## src/rtl/sms_pkg.sv

```systemverilog
package sms_pkg;
  localparam int unsigned DATA_W = 8;
  localparam int unsigned DIV_W  = 16;

  typedef enum logic {
    PH_ACT = 1'b0,  // clock at active level, bit just launched
    PH_IDL = 1'b1   // clock back at idle, receiver has sampled
  } phase_e;
endpackage

```

## src/rtl/sms_baud.sv

```systemverilog
module sms_baud #(
  parameter int unsigned DIV_W = 16
) (
  input  logic             clk_i,
  input  logic             rst_ni,
  input  logic             run_i,
  input  logic             wide_i,
  input  logic [DIV_W-1:0] div_i,
  output logic             half_done_o
);
  localparam int unsigned NARROW_W = DIV_W / 2;

  logic [DIV_W-1:0] eff_div;
  logic [DIV_W-1:0] cnt_q;

  assign eff_div     = wide_i ? div_i : {{(DIV_W-NARROW_W){1'b0}}, div_i[NARROW_W-1:0]};
  assign half_done_o = run_i && (cnt_q == eff_div);

  always_ff @(posedge clk_i or negedge rst_ni) begin
    if (!rst_ni)                   cnt_q <= '0;
    else if (!run_i || half_done_o) cnt_q <= '0;
    else                           cnt_q <= cnt_q + 1'b1;
  end
endmodule

```

## src/rtl/sms_hold.sv

```systemverilog
module sms_hold #(
  parameter int unsigned W = 9
) (
  input  logic         clk_i,
  input  logic         rst_ni,
  input  logic         wr_i,
  input  logic [W-1:0] wr_data_i,
  input  logic         take_i,
  output logic         full_o,
  output logic [W-1:0] data_o
);
  always_ff @(posedge clk_i or negedge rst_ni) begin
    if (!rst_ni) begin
      full_o <= 1'b0;
      data_o <= '0;
    end else if (wr_i) begin
      // a write beats a same-cycle take: old word goes out, new one stays
      full_o <= 1'b1;
      data_o <= wr_data_i;
    end else if (take_i) begin
      full_o <= 1'b0;
    end
  end
endmodule

```

## src/rtl/sms_shift.sv

```systemverilog
module sms_shift
  import sms_pkg::*;
#(
  parameter int unsigned DW = 8
) (
  input  logic        clk_i,
  input  logic        rst_ni,
  input  logic        en_i,
  input  logic        nine_i,
  input  logic        half_done_i,
  input  logic        hold_full_i,
  input  logic [DW:0] hold_data_i,
  output logic        take_o,
  output logic        busy_o,
  output logic        clk_act_o,
  output logic        bit_o
);
  localparam int unsigned IDX_W = $clog2(DW + 1);
  localparam logic [IDX_W-1:0] LAST8 = IDX_W'(DW - 1);
  localparam logic [IDX_W-1:0] LAST9 = IDX_W'(DW);

  logic [DW:0]      sreg_q;
  logic [IDX_W-1:0] idx_q;
  logic             nine_q;
  phase_e           phase_q;
  logic             last_bit;
  logic             end_of_bit;

  assign last_bit   = (idx_q == (nine_q ? LAST9 : LAST8));
  assign end_of_bit = busy_o && (phase_q == PH_IDL) && half_done_i;
  assign take_o     = en_i && hold_full_i && (!busy_o || (end_of_bit && last_bit));
  assign clk_act_o  = busy_o && (phase_q == PH_ACT);
  assign bit_o      = busy_o && sreg_q[0];

  always_ff @(posedge clk_i or negedge rst_ni) begin
    if (!rst_ni) begin
      sreg_q  <= '0;
      idx_q   <= '0;
      nine_q  <= 1'b0;
      phase_q <= PH_ACT;
      busy_o  <= 1'b0;
    end else if (!en_i) begin
      idx_q   <= '0;
      phase_q <= PH_ACT;
      busy_o  <= 1'b0;
    end else if (take_o) begin
      sreg_q  <= hold_data_i;
      nine_q  <= nine_i;
      idx_q   <= '0;
      phase_q <= PH_ACT;
      busy_o  <= 1'b1;
    end else if (busy_o && half_done_i) begin
      if (phase_q == PH_ACT) begin
        phase_q <= PH_IDL;
      end else if (last_bit) begin
        busy_o  <= 1'b0;
        phase_q <= PH_ACT;
      end else begin
        idx_q   <= idx_q + 1'b1;
        sreg_q  <= {1'b0, sreg_q[DW:1]};
        phase_q <= PH_ACT;
      end
    end
  end
endmodule

```

## src/rtl/sms_tx.sv

```systemverilog
module sms_tx
  import sms_pkg::*;
#(
  parameter int unsigned DW   = DATA_W,
  parameter int unsigned DVW  = DIV_W
) (
  input  logic           clk_i,
  input  logic           rst_ni,
  input  logic           port_en_i,
  input  logic           sync_en_i,
  input  logic           master_en_i,
  input  logic           tx_en_i,
  input  logic           clk_inv_i,
  input  logic           dat_inv_i,
  input  logic           nine_bit_i,
  input  logic           ninth_i,
  input  logic           wide_div_i,
  input  logic [DVW-1:0] div_i,
  input  logic           wr_i,
  input  logic [DW-1:0]  wr_data_i,
  input  logic           irq_en_i,
  output logic           buf_empty_o,
  output logic           irq_o,
  output logic           shift_empty_o,
  output logic           rx_inhibit_o,
  output logic           sclk_o,
  output logic           sdat_o
);
  logic          active;
  logic          hold_full;
  logic [DW:0]   hold_data;
  logic          take;
  logic          busy;
  logic          clk_act;
  logic          tx_bit;
  logic          half_done;

  assign active = port_en_i && sync_en_i && master_en_i && tx_en_i;

  sms_hold #(.W(DW + 1)) u_hold (
    .clk_i     (clk_i),
    .rst_ni    (rst_ni),
    .wr_i      (wr_i),
    .wr_data_i ({ninth_i, wr_data_i}),
    .take_i    (take),
    .full_o    (hold_full),
    .data_o    (hold_data)
  );

  sms_baud #(.DIV_W(DVW)) u_baud (
    .clk_i       (clk_i),
    .rst_ni      (rst_ni),
    .run_i       (busy),
    .wide_i      (wide_div_i),
    .div_i       (div_i),
    .half_done_o (half_done)
  );

  sms_shift #(.DW(DW)) u_shift (
    .clk_i       (clk_i),
    .rst_ni      (rst_ni),
    .en_i        (active),
    .nine_i      (nine_bit_i),
    .half_done_i (half_done),
    .hold_full_i (hold_full),
    .hold_data_i (hold_data),
    .take_o      (take),
    .busy_o      (busy),
    .clk_act_o   (clk_act),
    .bit_o       (tx_bit)
  );

  assign buf_empty_o   = !hold_full;
  assign irq_o         = buf_empty_o && irq_en_i;
  assign shift_empty_o = !busy;
  assign rx_inhibit_o  = busy || (hold_full && active);
  assign sclk_o        = clk_inv_i ^ clk_act;
  assign sdat_o        = dat_inv_i ^ tx_bit;
endmodule

```

## config.mk

```make
export PLATFORM = sky130hd
export DESIGN_NAME = sms_tx
export DESIGN_NICKNAME = d
export VERILOG_FILES = /design/src/rtl/sms_pkg.sv /design/src/rtl/sms_baud.sv /design/src/rtl/sms_hold.sv /design/src/rtl/sms_shift.sv /design/src/rtl/sms_tx.sv
export SDC_FILE = /design/constraint.sdc
export NUM_CORES = 1
export LEC_CHECK = 0
export ABC_AREA = 1
export CAP_MARGIN = 10
export CORE_UTILIZATION = 30
export CTS_BUF_LIST = sky130_fd_sc_hd__clkbuf_4
export CTS_CLUSTER_SIZE = 14
export DETAILED_ROUTE_END_ITERATION = 10
export PLACE_DENSITY = 0.53
export SLEW_MARGIN = 40
export SYNTH_ARGS = -nofsm -noshare
export SYNTH_HDL_FRONTEND = slang
export SYNTH_SLANG_ARGS = --single-unit
export TNS_END_PERCENT = 100
```

## constraint.sdc

```tcl
create_clock -name clk_i -period 3.5 [get_ports clk_i]
set_clock_uncertainty 0.2 [all_clocks]
set_input_delay 0.7 -clock clk_i [delete_from_list [all_inputs] [get_ports clk_i]]
set_output_delay 0.7 -clock clk_i [all_outputs]
set_load 0.005 [all_outputs]
```

==> results of run 1 <==
-- state kept, by name (all words and copies together), names as in the netlist --
register	flops
u_hold.data_o	9
u_shift.busy_o	1
u_baud.cnt_q	16
u_shift.nine_q	1
u_shift.idx_q	4
u_hold.full_o	1
u_shift.phase_q	1
u_shift.sreg_q	9
-- where the power goes --
part	internal (mW)	leakage (nW)	switching [mW]
Clock	0.150	0.0374	0.174
Combinational	0.0601	0.847	0.0537
Sequential	0.501	0.561	0.0103
-- cell usage in the layout (no fill, tap or decap) --
master           netlist  layout
a21oi_1                6       6
a21oi_4                1       1
buf_4                  0       2
bufinv_16              0       1
clkbuf_4               0       5
clkdlybuf4s50_1        0      41
clkinv_1               1       1
clkinvlp_4             0       2
dfrtp_1               42      42
ha_1                   2       2
inv_1                 34      34
inv_2                  1       1
nand2_1              141     141
nand2_2                5       5
nand2_4                1       1
nand3_1               15      15
nand3_2                3       3
nand3_4                1       1
nand4_1               11      11
nor2_1                37      37
nor2_2                 2       2
nor2_4                 1       1
nor3_1                 6       6
nor3b_1                1       1
nor4_1                 1       1
o21ai_0                8       8
xnor2_1                2       2
xor2_1                 8       8
-- layout make-up --
cell class	count	area [um2]
Fill cell	836	4780
Multi-Input combinational cell	252	1170
Sequential cell	42	1050
Timing Repair Buffer	43	425
Inverter	36	135
Tap cell	102	128
Clock inverter	3	45.0
Clock buffer	5	37.5
-- logic make-up after synthesis --
logic type / share of synthesized area (%)
flops: 43.5
buf+inv: 8.08
simple gates: 40.2
compound gates: 3.58
fa+ha+maj: 1.04
xor+xnor: 3.63
-- through the flow --
stage	instance area, um2	worst slack, ns
after floorplan	2410	1.29
after global placement	2910	0.248
after detailed placement	2910	0.220
after CTS	2990	0.406
after global routing	2990	0.339
final	2990	0.389
-- routing by layer --
layer	track usage, %	share of wire (%)	wire, um	vias up
li1	-	-	-	1131
met1	18.5	50	2550	893
met2	20.6	43	2170	52
met3	3.23	5.8	295	4
met4	3.91	0.97	49	0
met5	0	0	0	-
-- worst max-delay path by stage --
stage | startpoint | cells past startpoint | slack, ns | endpoint
4_1_cts | tx_en_i | 4 | 0.41 | rx_inhibit_o
3_3_place_gp | wide_div_i | 14 | 0.25 | u_shift.sreg_q[4]$_DFFE_PN0P_
5_1_grt | sync_en_i | 4 | 0.34 | rx_inhibit_o
6_report | sync_en_i | 4 | 0.39 | rx_inhibit_o
2_1_floorplan | wide_div_i | 15 | 1.29 | u_shift.sreg_q[1]$_DFFE_PN0P_
3_5_place_dp | wide_div_i | 14 | 0.22 | u_shift.sreg_q[8]$_DFFE_PN0P_
-- critical path, cell delays in order --
cell and delay [ns]:
clkdlybuf4s50_1 0.46, nand4_1 0.15, o21ai_0 0.32, clkdlybuf4s50_1 0.57
==> summary.txt, run 1 <==
Placed cell count: 475
Post-route ant nets: 0
Vias in the first global route: 1996
DRT iter0 DRCs: 71
Number of synthesized flops with an enable pin: 0
Total core area: 7770 um2
Post-synth ARST share: 100%
Clock Sink Count: 42
Overflow after GRT: 0
Fmax: 0.321 GHz
Critical R2R Capture: u_shift.sreg_q[8]$_DFFE_PN0P_
Die area: 8410 um2
Post-Syn Nets: 375
Routed WL: 5070 um
Layout area overhead: 23.8%
Min Hold Slack: 0.110 ns
Clk_lat worst skew: 0.37 ns
CTS Hold Bufs: 0
Overall power: 0.949 mW
Most instantiated library cell after synthesis: nand2_1
Placer Congestion: 0.785
Ys Warns: 0
Post_cts resized: 0
Number of I/O pins: 43
Drt pass-1 iters: 4
Num rows: 32
Worst setup EP type: primary output
Max Slew Vio Count: 0
Final setup TNS: 0 ns
Crit share post-route: 88.9%
Vias per cell: 4.31
Synth unique cells: 25
Fin crit period: 3.11 ns
Sequential fraction of the synthesis area: 43.5%
IO buf count: 42
Mean Syn Cell Area: 7.19 um2
Total track usage: 13.3%
Mapped Cells: 336
Crit path kind: input pin to primary output
CP Data Arrival Time: 2.21 ns
Max VDD drop: 0.000133 V
Static leakage: 1.45 nW
CP Launch Type: input pin
Syn Std Cell Area: 2410 um2
Worst-path clk slew: 0.14 ns
Dominant synthesized flop cell: dfrtp_1
DRC violations left: 0
Yosys reg bits: 42
Yosys top cell area share: 43.5%
CTS H-tree depth: 2
Final Hold Viols: 0
Top cells by area, synth: dfrtp_1 (44%), nand2_1 (22%), nor2_1 (5.8%)
First-pass GRT wire length: 9060 um
Layout cells sized above 1: 6.56%
Reg-to-Reg Start: u_baud.cnt_q[2]$_DFF_PN0_
MaxCap Viol Count: 0
R2r worst-path depth: 11
Chip Width: 91.7 um
Worst-Margin Slew: 0.584 ns
Final std cells w/o fill: 483
Total number of vias: 2080
P per Cell Area: 317 nW/um2
Setup Viol. Count Final: 0
Req. time, crit path: 2.60 ns
CTS root buf: clkbuf_4
CTS tree: built
Fin nets: 419
Detailed placer's ending HPWL: 3740 um
Die H: 91.7 um
Inserted Clock Buffers: 5
Synth top cells by count: nand2_1 (141), dfrtp_1 (42), nor2_1 (37)
ANT cells: 0
Post-CTS setup buffers: 0
Yosys top cell by area: dfrtp_1
Initial antenna violation count: 0
DR WL/cell: 10.5 um
CP Max Fanout: 3
RSZ-0062 raised after global routing: no
FF-to-FF setup slack: 1.34 ns
Final cell utilization of the core: 38.5%
Slew headroom: 60.9%
Clock Path Buffers: 2
Largest net degree at the start of global routing: 43
Status: complete, no violations
Hold Crit Class: input pin to async pin
Initial Util: 31.1%
No activity file was read; power rests on OpenSTA's default activity.
==> run 2, diff against run 1 <==
Settings changed: REMOVE_ABC_BUFFERS set to 1.
==> run 2 against run 1 <==
  * Clock power fell by 6%
  * Worst hold slack improved by 0.0050 ns
  * Count of clock-buffer cells in the layout did not move
  * Non-clock buffer count rose by 2
  * Combinational power barely moved
  * Largest cell class unchanged
  * Largest power group unchanged
  * Sequential power barely moved
  * Worst setup slack improved by 0.11 ns
  * Critical path depth did not move
  * Register-to-register slack improved by 0.06 ns
  * Final cell count rose by 0.41%
  * Power fell by 1.8%
==> summary.txt, run 2 (synthesis gave the netlist of run 1 again) <==
DRT iter0 DRCs: 100
Fmax: 0.334 GHz
Fin crit period: 3.00 ns
CP Launch Type: input pin
MaxCap Viol Count: 0
Critical-path top delay cell: clkdlybuf4s50_1
Die area: 8410 um2
Max Slew Vio Count: 0
Largest register FFs: 16
P per Cell Area: 311 nW/um2
Placer Congestion: 0.736
Worst setup EP type: primary output
Filler cell count: 837
DRC violations left: 0
CTS Hold Bufs: 0
Vias in the first global route: 2027
Max VDD drop: 0.000186 V
Clock Path Buffers: 2
Fin nets: 421
Worst path depth: 4
Detailed placer's ending HPWL: 3660 um
Num rows: 32
Total number of vias: 2083
ANT cells: 0
Most frequent cell on the critical path: clkdlybuf4s50_1
Clk_lat worst skew: 0.35 ns
IO buf count: 42
Crit path kind: input pin to primary output
Post_cts resized: 0
Buf/Inv on CP: 2
Registers with the most flip-flops: u_baud.cnt_q x16, u_hold.data_o x9, u_shift.sreg_q x9
Status: complete, no violations
Initial antenna violation count: 0
Inserted Clock Buffers: 5
Chip Width: 91.7 um
Overflow after GRT: 0
Final cell utilization of the core: 38.6%
Static leakage: 1.46 nW
Drt pass-1 iters: 4
CTS root buf: clkbuf_4
Register with the most flip-flops: u_baud.cnt_q
CP Max Fanout: 3
Layout area overhead: 24.2%
Number of I/O pins: 43
Largest net degree at the start of global routing: 43
Post-CTS setup buffers: 0
CTS tree: built
Crit share post-route: 85.6%
Worst path max stage delay: 0.54 ns
Worst-path clk slew: 0.12 ns
CTS H-tree depth: 2
Cells along the critical path: clkdlybuf4s50_1, nand4_1, o21ai_0, clkdlybuf4s50_1
CP Data Arrival Time: 2.10 ns
Vias per cell: 4.29
DR WL/cell: 10.1 um
Most common cell after layout, fill and taps aside: nand2_1
CP top delay family: buffers and inverters
R2r worst-path depth: 12
Initial Util: 31.1%
Final setup TNS: 0 ns
Die H: 91.7 um
Final Hold Viols: 0
Hold Crit Class: input pin to async pin
Req. time, crit path: 2.60 ns
Post-route ant nets: 0
Routed WL: 4890 um
First-pass GRT wire length: 8880 um
Setup Viol. Count Final: 0
Layout cells sized above 1: 7.05%
Total core area: 7770 um2
Total track usage: 12.9%
Worst-Margin Slew: 0.540 ns
Clock Sink Count: 42
Commonest non-fill, non-tap cells in the layout: nand2_1 (141), dfrtp_1 (42), clkdlybuf4s50_1 (41)
Slew headroom: 64.0%
RSZ-0062 raised after global routing: no
## run 2: changes by cell type in the layout (fill, tap and decap cells not counted)
cell        before  now
buf_4            2    4
clkinv_2         0    2
clkinvlp_4       2    0
## run 2: metal layers
metal	part of all wire, %	wire length, um	vias to the layer above	global-route usage [%]
met4	0.82	40	0	3.52
met2	43	2100	52	20.9
met1	51	2490	891	17.7
met5	0	0	-	0
li1	-	-	1135	-
met3	5.4	263	5	2.49
## run 2: per-stage QoR
stage	worst slack [ns]	cell area (um2)	total power, mW	hold slack [ns]	cells
2_1_floorplan	1.34	2350	0.562	0.204	330
3_3_place_gp	0.452	2920	0.636	0.258	477
6_report	0.503	3000	0.932	0.115	485
5_1_grt	0.426	3000	0.982	0.151	485
3_5_place_dp	0.434	2920	0.637	0.259	477
4_1_cts	0.477	3000	0.949	0.131	485
## run 2: layout make-up
class                   count  area (um2)  area share, %
flip-flops and latches     42        1050           35.0
clock buffers               5        37.5           1.25
well taps                 102         128           4.25
inverters                  36         135           4.50
clock inverters             3        40.0           1.33
multi-input cells         252        1170           38.9
repair buffers             45         440           14.7
## run 2: report_power, final
| group | switching [mW] | internal, mW |
|---|---|---|
| combinational | 0.0528 | 0.0615 |
| clock | 0.158 | 0.148 |
| sequential | 0.0103 | 0.501 |
## run 2: worst paths after layout
kind                                         startpoint                            end  slack, ns
hold / removal                                   rst_ni     u_shift.nine_q$_DFFE_PN0P_       0.11
min in group clk_i         u_hold.data_o[8]$_DFFE_PN0P_   u_hold.data_o[8]$_DFFE_PN0P_       0.28
setup reg to reg             u_baud.cnt_q[10]$_DFF_PN0_  u_shift.sreg_q[2]$_DFFE_PN0P_       1.40
setup / recovery                              sync_en_i                   rx_inhibit_o       0.50
hold reg to reg            u_hold.data_o[8]$_DFFE_PN0P_   u_hold.data_o[8]$_DFFE_PN0P_       0.28
max in group asynchronous                        rst_ni      u_baud.cnt_q[7]$_DFF_PN0_       2.62
